--- config.mk ---
export PLATFORM = sky130hd
export DESIGN_NAME = tdm_fsync_gen
export DESIGN_NICKNAME = d
export VERILOG_FILES = /design/src/rtl/tdm_fsync_pkg.sv /design/src/rtl/tdm_fsync_shadow.sv /design/src/rtl/tdm_fsync_count.sv /design/src/rtl/tdm_fsync_edge.sv /design/src/rtl/tdm_fsync_gen.sv
export SDC_FILE = /design/constraint.sdc
export NUM_CORES = 1
export LEC_CHECK = 0
export BUFFER_PORTS_ARGS = -buffer_cell sky130_fd_sc_hd__buf_4
export CAP_MARGIN = 0
export CELL_PAD_IN_SITES_DETAIL_PLACEMENT = 1
export CELL_PAD_IN_SITES_GLOBAL_PLACEMENT = 2
export CORE_MARGIN = 1
export CORE_UTILIZATION = 41
export CTS_BUF_LIST = sky130_fd_sc_hd__clkbuf_4 sky130_fd_sc_hd__clkbuf_8
export DETAILED_ROUTE_END_ITERATION = 8
export GPL_ROUTABILITY_DRIVEN = 0
export PLACE_DENSITY_LB_ADDON = 0.15
export SLEW_MARGIN = 20
export SYNTH_ARGS = -nofsm -noshare
export SYNTH_HDL_FRONTEND = slang
export SYNTH_SLANG_ARGS = --single-unit
export TNS_END_PERCENT = 10
--- constraint.sdc ---
create_clock -name clk -period 4.3 [get_ports clk]
set_input_delay 0.86 -clock clk [delete_from_list [all_inputs] [get_ports clk]]
set_output_delay 0.86 -clock clk [all_outputs]
set_load 0.02 [all_outputs]
--- src/rtl/tdm_fsync_pkg.sv ---
package tdm_fsync_pkg;
  localparam int MIN_SLOTS = 2;
  localparam int MAX_SLOTS = 32;
  localparam int SLOT_W    = $clog2(MAX_SLOTS + 1);

  typedef struct packed {
    logic [SLOT_W-1:0] slots;
    logic              wide;
    logic              fall;
    logic              internal;
  } fs_cfg_t;
endpackage

--- src/rtl/tdm_fsync_shadow.sv ---
module tdm_fsync_shadow
  import tdm_fsync_pkg::*;
(
  input  logic    clk,
  input  logic    rst_n,
  input  logic    load_en,
  input  fs_cfg_t cfg_in,
  output fs_cfg_t cfg_q
);
  fs_cfg_t           cfg_d;
  logic [SLOT_W-1:0] slots_clamped;

  always_comb begin
    slots_clamped = cfg_in.slots;
    if (cfg_in.slots < SLOT_W'(MIN_SLOTS)) slots_clamped = SLOT_W'(MIN_SLOTS);
    if (cfg_in.slots > SLOT_W'(MAX_SLOTS)) slots_clamped = SLOT_W'(MAX_SLOTS);
  end

  always_comb begin
    cfg_d = cfg_q;
    if (load_en) begin
      cfg_d       = cfg_in;
      cfg_d.slots = slots_clamped;
    end
  end

  always_ff @(posedge clk or negedge rst_n) begin
    if (!rst_n) begin
      cfg_q.slots    <= SLOT_W'(MIN_SLOTS);
      cfg_q.wide     <= 1'b0;
      cfg_q.fall     <= 1'b0;
      cfg_q.internal <= 1'b0;
    end else begin
      cfg_q <= cfg_d;
    end
  end
endmodule

--- src/rtl/tdm_fsync_count.sv ---
module tdm_fsync_count
  import tdm_fsync_pkg::*;
#(
  parameter int WORD_LEN = 32
) (
  input  logic              clk,
  input  logic              rst_n,
  input  logic              run_req,
  input  logic [SLOT_W-1:0] slots,
  input  logic              wide,
  output logic              run_q,
  output logic              sof_int,
  output logic              pulse,
  output logic              frame_last
);
  localparam int             BIT_W    = $clog2(WORD_LEN);
  localparam logic [BIT_W-1:0] BIT_LAST = BIT_W'(WORD_LEN - 1);

  logic [BIT_W-1:0]  bit_q, bit_d;
  logic [SLOT_W-1:0] slot_q, slot_d;
  logic              run_d;
  logic              bit_wrap, slot_wrap;

  assign bit_wrap   = (bit_q == BIT_LAST);
  assign slot_wrap  = (slot_q == slots - SLOT_W'(1));
  assign frame_last = run_q && bit_wrap && slot_wrap;
  assign sof_int    = run_q && (bit_q == '0) && (slot_q == '0);
  assign pulse      = run_q && (slot_q == '0) && (wide || (bit_q == '0));

  always_comb begin
    run_d  = run_req;
    bit_d  = '0;
    slot_d = '0;
    if (run_req && run_q) begin
      if (bit_wrap) begin
        bit_d  = '0;
        slot_d = slot_wrap ? '0 : slot_q + SLOT_W'(1);
      end else begin
        bit_d  = bit_q + BIT_W'(1);
        slot_d = slot_q;
      end
    end
  end

  always_ff @(posedge clk or negedge rst_n) begin
    if (!rst_n) begin
      run_q  <= 1'b0;
      bit_q  <= '0;
      slot_q <= '0;
    end else begin
      run_q  <= run_d;
      bit_q  <= bit_d;
      slot_q <= slot_d;
    end
  end
endmodule

--- src/rtl/tdm_fsync_edge.sv ---
module tdm_fsync_edge #(
  parameter int SYNC_STAGES = 2
) (
  input  logic clk,
  input  logic rst_n,
  input  logic pin_in,
  output logic rise,
  output logic fall
);
  logic [SYNC_STAGES-1:0] sync_q, sync_d;
  logic                   prev_q, prev_d;

  always_comb begin
    sync_d = {sync_q[SYNC_STAGES-2:0], pin_in};
    prev_d = sync_q[SYNC_STAGES-1];
  end

  assign rise = sync_q[SYNC_STAGES-1] && !prev_q;
  assign fall = !sync_q[SYNC_STAGES-1] && prev_q;

  always_ff @(posedge clk or negedge rst_n) begin
    if (!rst_n) begin
      sync_q <= '0;
      prev_q <= 1'b0;
    end else begin
      sync_q <= sync_d;
      prev_q <= prev_d;
    end
  end
endmodule

--- src/rtl/tdm_fsync_gen.sv ---
module tdm_fsync_gen
  import tdm_fsync_pkg::*;
#(
  parameter int WORD_LEN    = 32,
  parameter int SYNC_STAGES = 2
) (
  input  logic              clk,
  input  logic              rst_n,
  input  logic              enable,
  input  logic [SLOT_W-1:0] cfg_slots,
  input  logic              cfg_wide,
  input  logic              cfg_fall,
  input  logic              cfg_internal,
  input  logic              pin_dir_out,
  input  logic              fs_in,
  output logic              fs_out,
  output logic              fs_oe,
  output logic              sof
);
  logic [1:0] rst_pipe_q;
  logic       rst_int_n;
  fs_cfg_t    cfg_in, sh_q;
  logic       load_en, run_req, run_q;
  logic       sof_int, pulse, frame_last;
  logic       pin_rise, pin_fall, ext_edge;

  always_ff @(posedge clk or negedge rst_n) begin
    if (!rst_n) rst_pipe_q <= 2'b00;
    else        rst_pipe_q <= {rst_pipe_q[0], 1'b1};
  end
  assign rst_int_n = rst_pipe_q[1];

  always_comb begin
    cfg_in.slots    = cfg_slots;
    cfg_in.wide     = cfg_wide;
    cfg_in.fall     = cfg_fall;
    cfg_in.internal = cfg_internal;
  end

  assign ext_edge = enable && !sh_q.internal && (sh_q.fall ? pin_fall : pin_rise);
  assign load_en  = !enable || (sh_q.internal ? (!run_q || frame_last) : ext_edge);
  assign run_req  = enable && (load_en ? cfg_internal : sh_q.internal);

  tdm_fsync_shadow u_shadow (
    .clk     (clk),
    .rst_n   (rst_int_n),
    .load_en (load_en),
    .cfg_in  (cfg_in),
    .cfg_q   (sh_q)
  );

  tdm_fsync_count #(.WORD_LEN(WORD_LEN)) u_count (
    .clk        (clk),
    .rst_n      (rst_int_n),
    .run_req    (run_req),
    .slots      (sh_q.slots),
    .wide       (sh_q.wide),
    .run_q      (run_q),
    .sof_int    (sof_int),
    .pulse      (pulse),
    .frame_last (frame_last)
  );

  tdm_fsync_edge #(.SYNC_STAGES(SYNC_STAGES)) u_edge (
    .clk    (clk),
    .rst_n  (rst_int_n),
    .pin_in (fs_in),
    .rise   (pin_rise),
    .fall   (pin_fall)
  );

  assign sof    = sh_q.internal ? sof_int : ext_edge;
  assign fs_oe  = pin_dir_out && sh_q.internal;
  assign fs_out = fs_oe && (pulse ^ sh_q.fall);
endmodule

==> impl_results.md <==
- CTS sink cnt: 26
- Worst-skew pair later-pin latency: 0.27 ns
- Normalized max-slew margin: 0.447
- CTS buffer count: 3
- Place WS: 1.73 ns
- Setup crit start kind: flop
- # resized after CTS: 0
- Nets: 223
- Total power: 0.646 mW
- Critical path buffer and inverter count: 1
- CP startpoint: u_count.run_q$_DFF_PN0_
- Crit path DAT: 2.04 ns
- Most frequent cells in the layout: dfrtp_1 (24), buf_4 (17), inv_1 (11)
- GRT Total Usage: 0.240
- Layout area overhead: 11.5%
- Clk slew on worst S/H paths: 0.10 ns
- Hpwl dp: 3.47 mm
- Root buf cell: clkbuf_8
- Met2 global-route usage: 0.420
- Synth area leader: dfrtp_1
- Mapped Cells: 194
- Setup TNS: 0 ns
- Non-filler cells, final: 252
- Core footprint: 4060 sq um
- H-tree level count: 1
- Max Cap Viol: 0
- Syn. warnings: 0
- Pwr Density: 329 nW/um^2
- Max Clk Rate: 344 MHz
- Max rail drop VDD: 0.133 mV
- Least-Margin Pin Slew: 0.830 ns
- Vias in the first global route: 1636
- Fin crit share: 0.675
- Sequential area share after synthesis: 0.371
- IO buf count: 16
- Synthesis-stage register bit count: 26
- Avg Inst Size Synth: 9.07 sq um
- Vias per cell: 6.25
- Die area: 4560 sq um
- Max-slew violation count: 0
- Most common library cell in the layout ignoring fill and taps: dfrtp_1
- Mapped Nets: 214
- Initial antenna violation count: 0
- Die Height: 67.5 um
- Worst hold-check path type: reg -> async
- Data required, critical path: 3.44 ns
- RSZ-0062 raised after global routing: false
- Clk buf depth: 2
- Crit path capture type: output port
- # Post-CTS Setup Buffers: 0
- Met1 Use GR: 0.313
- Synth top area cells: dfrtp_1 (36%), o2111ai_1 (4.5%), ha_1 (4.3%)
- Initial core utilization: 0.434
- Period minus WS final: 2.90 ns
- Wire length of the first global-routing pass: 8.05 mm
- Largest net degree at the start of global routing: 25
- Ant. Diodes: 0
- Final hold violations: 0
- Met3 Use GR: 0.0203
- Gr busiest metal: met2
- Pre-antenna DRT Iters: 4
- Crit-path max cell delay: 0.68 ns
- Residual DRC count: 0
- Static leakage: 0.753 nW
- Share of post-route cells with drive strength above 1: 0.134
- Placed cells: 248
- Status: completed
- Cell area after synthesis: 1760 sq um
- Worst hold margin: 0.265 ns
- Die Span X: 67.5 um
- Slowest CP cell: dfrtp_1
- DR iter-0 viols: 55
- Distinct cells, synth: 46
- CP top delay family: flip-flops
- Clock Skews: 0.00482 ns
- DRT antenna net count: 0
- Critical path class: reg -> out
- Placement Rows: 23
- Grt ovf: 0
- Worst Path Max Fanout: 18
- # IOs: 17
- CP Cell Sequence: nor4b_1, and3_1, o21ai_0, xnor2_1, and2_1, buf_4
- WL final: 4.96 mm
- Fillers: 485
- Vias: 1574
- Setup violations, final: 0
- FF-to-FF Start: u_shadow.cfg_q[4]$_DFFE_PN1P_
- Synth top area share: 0.356
- Setup WS post-layout: 1.40 ns
- Cts hold-fix bufs: 0
- WL/cell: 19.7 um
- CTS tree: yes
-- cell families after synthesis --
| logic type | share of synthesized area |
|---|---|
| DFF | 0.371 |
| and+or+nand+nor | 0.203 |
| buffers and inverters | 0.0583 |
| AOI/OAI and AO/OA | 0.263 |
| other | 0.00213 |
| adders and majority gates | 0.0427 |
| xor gates and xnor gates | 0.0597 |
-- cells in the mapped netlist (all sizes together) --
cell type   n
and3        3
a221oi      1
a211oi      2
o2111ai     9
o311ai      5
o31ai       1
a21oi       9
a21boi      3
clkbuf      8
nand2b      8
and2        5
dfrtp      25
or2         2
xnor2       8
nand4       3
a31oi       1
or4         1
nor3b       1
o211ai      7
ha          6
nor2       10
a22oi       1
a311oi      8
nor3        7
and3b       2
dfstp       1
nand2       8
nand3b      1
a2111oi     2
xor2        4
nor4b       3
nand3       6
nor4        1
o21ai       7
buf         5
o22ai       4
conb        1
inv        11
a31o        1
a21o        1
o21bai      1
nor2b       1
-- registers in the layout, indices dropped and copies added, names as in the netlist --
name,cells
u_edge.prev_q,1
rst_pipe_q,2
u_shadow.cfg_q,9
u_count.slot_q,6
u_count.bit_q,5
u_count.run_q,1
u_edge.sync_q,2
-- layout make-up --
type                       instances  area, sq um  share of cell area
multi-input combinational        144         1000               0.512
tap                               50         62.6              0.0319
sequential                        26          653               0.333
clock inverter                     1         30.0              0.0153
clock buffer                       3         41.3              0.0211
timing repair buffer              17          128              0.0651
inverter                          11         41.3              0.0211
-- layer usage --
layer	wire, um	vias up	share of wire
li1	-	751	-
met1	2250	788	0.45
met2	2530	29	0.51
met3	122	6	0.025
met4	61	0	0.012
met5	0	-	0
-- path summary, 6_finish.rpt --
path | endpoint | depth (start not counted) | slack (ns)
max reg2reg | u_shadow.cfg_q[6]$_DFFE_PN0P_ | 7 | 1.77
min in group clk | rst_pipe_q[1]$_DFF_PN0_ | 0 | 0.37
min | u_edge.sync_q[1]$_DFF_PN0_ | 0 | 0.27
max | fs_out | 6 | 1.40
max in group asynchronous | u_shadow.cfg_q[4]$_DFFE_PN1P_ | 0 | 3.66
min reg2reg | u_edge.sync_q[1]$_DFF_PN0_ | 0 | 0.27
-- report_power, final --
part,switching [mW],internal (mW),total [mW],leakage (nW)
logic,0.0841,0.0581,0.142,0.385
clock network,0.0829,0.125,0.207,0.0357
registers,0.0349,0.261,0.296,0.333
-- stage by stage --
step / utilization / instance area [sq um]
2_1_floorplan: - / 1760
5_1_grt: 0.483 / 1960
6_report: 0.483 / 1960
4_1_cts: 0.483 / 1960
3_5_place_dp: 0.465 / 1890
3_3_place_gp: 0.465 / 1890
Note: power is estimated with default switching activity, not from simulation.
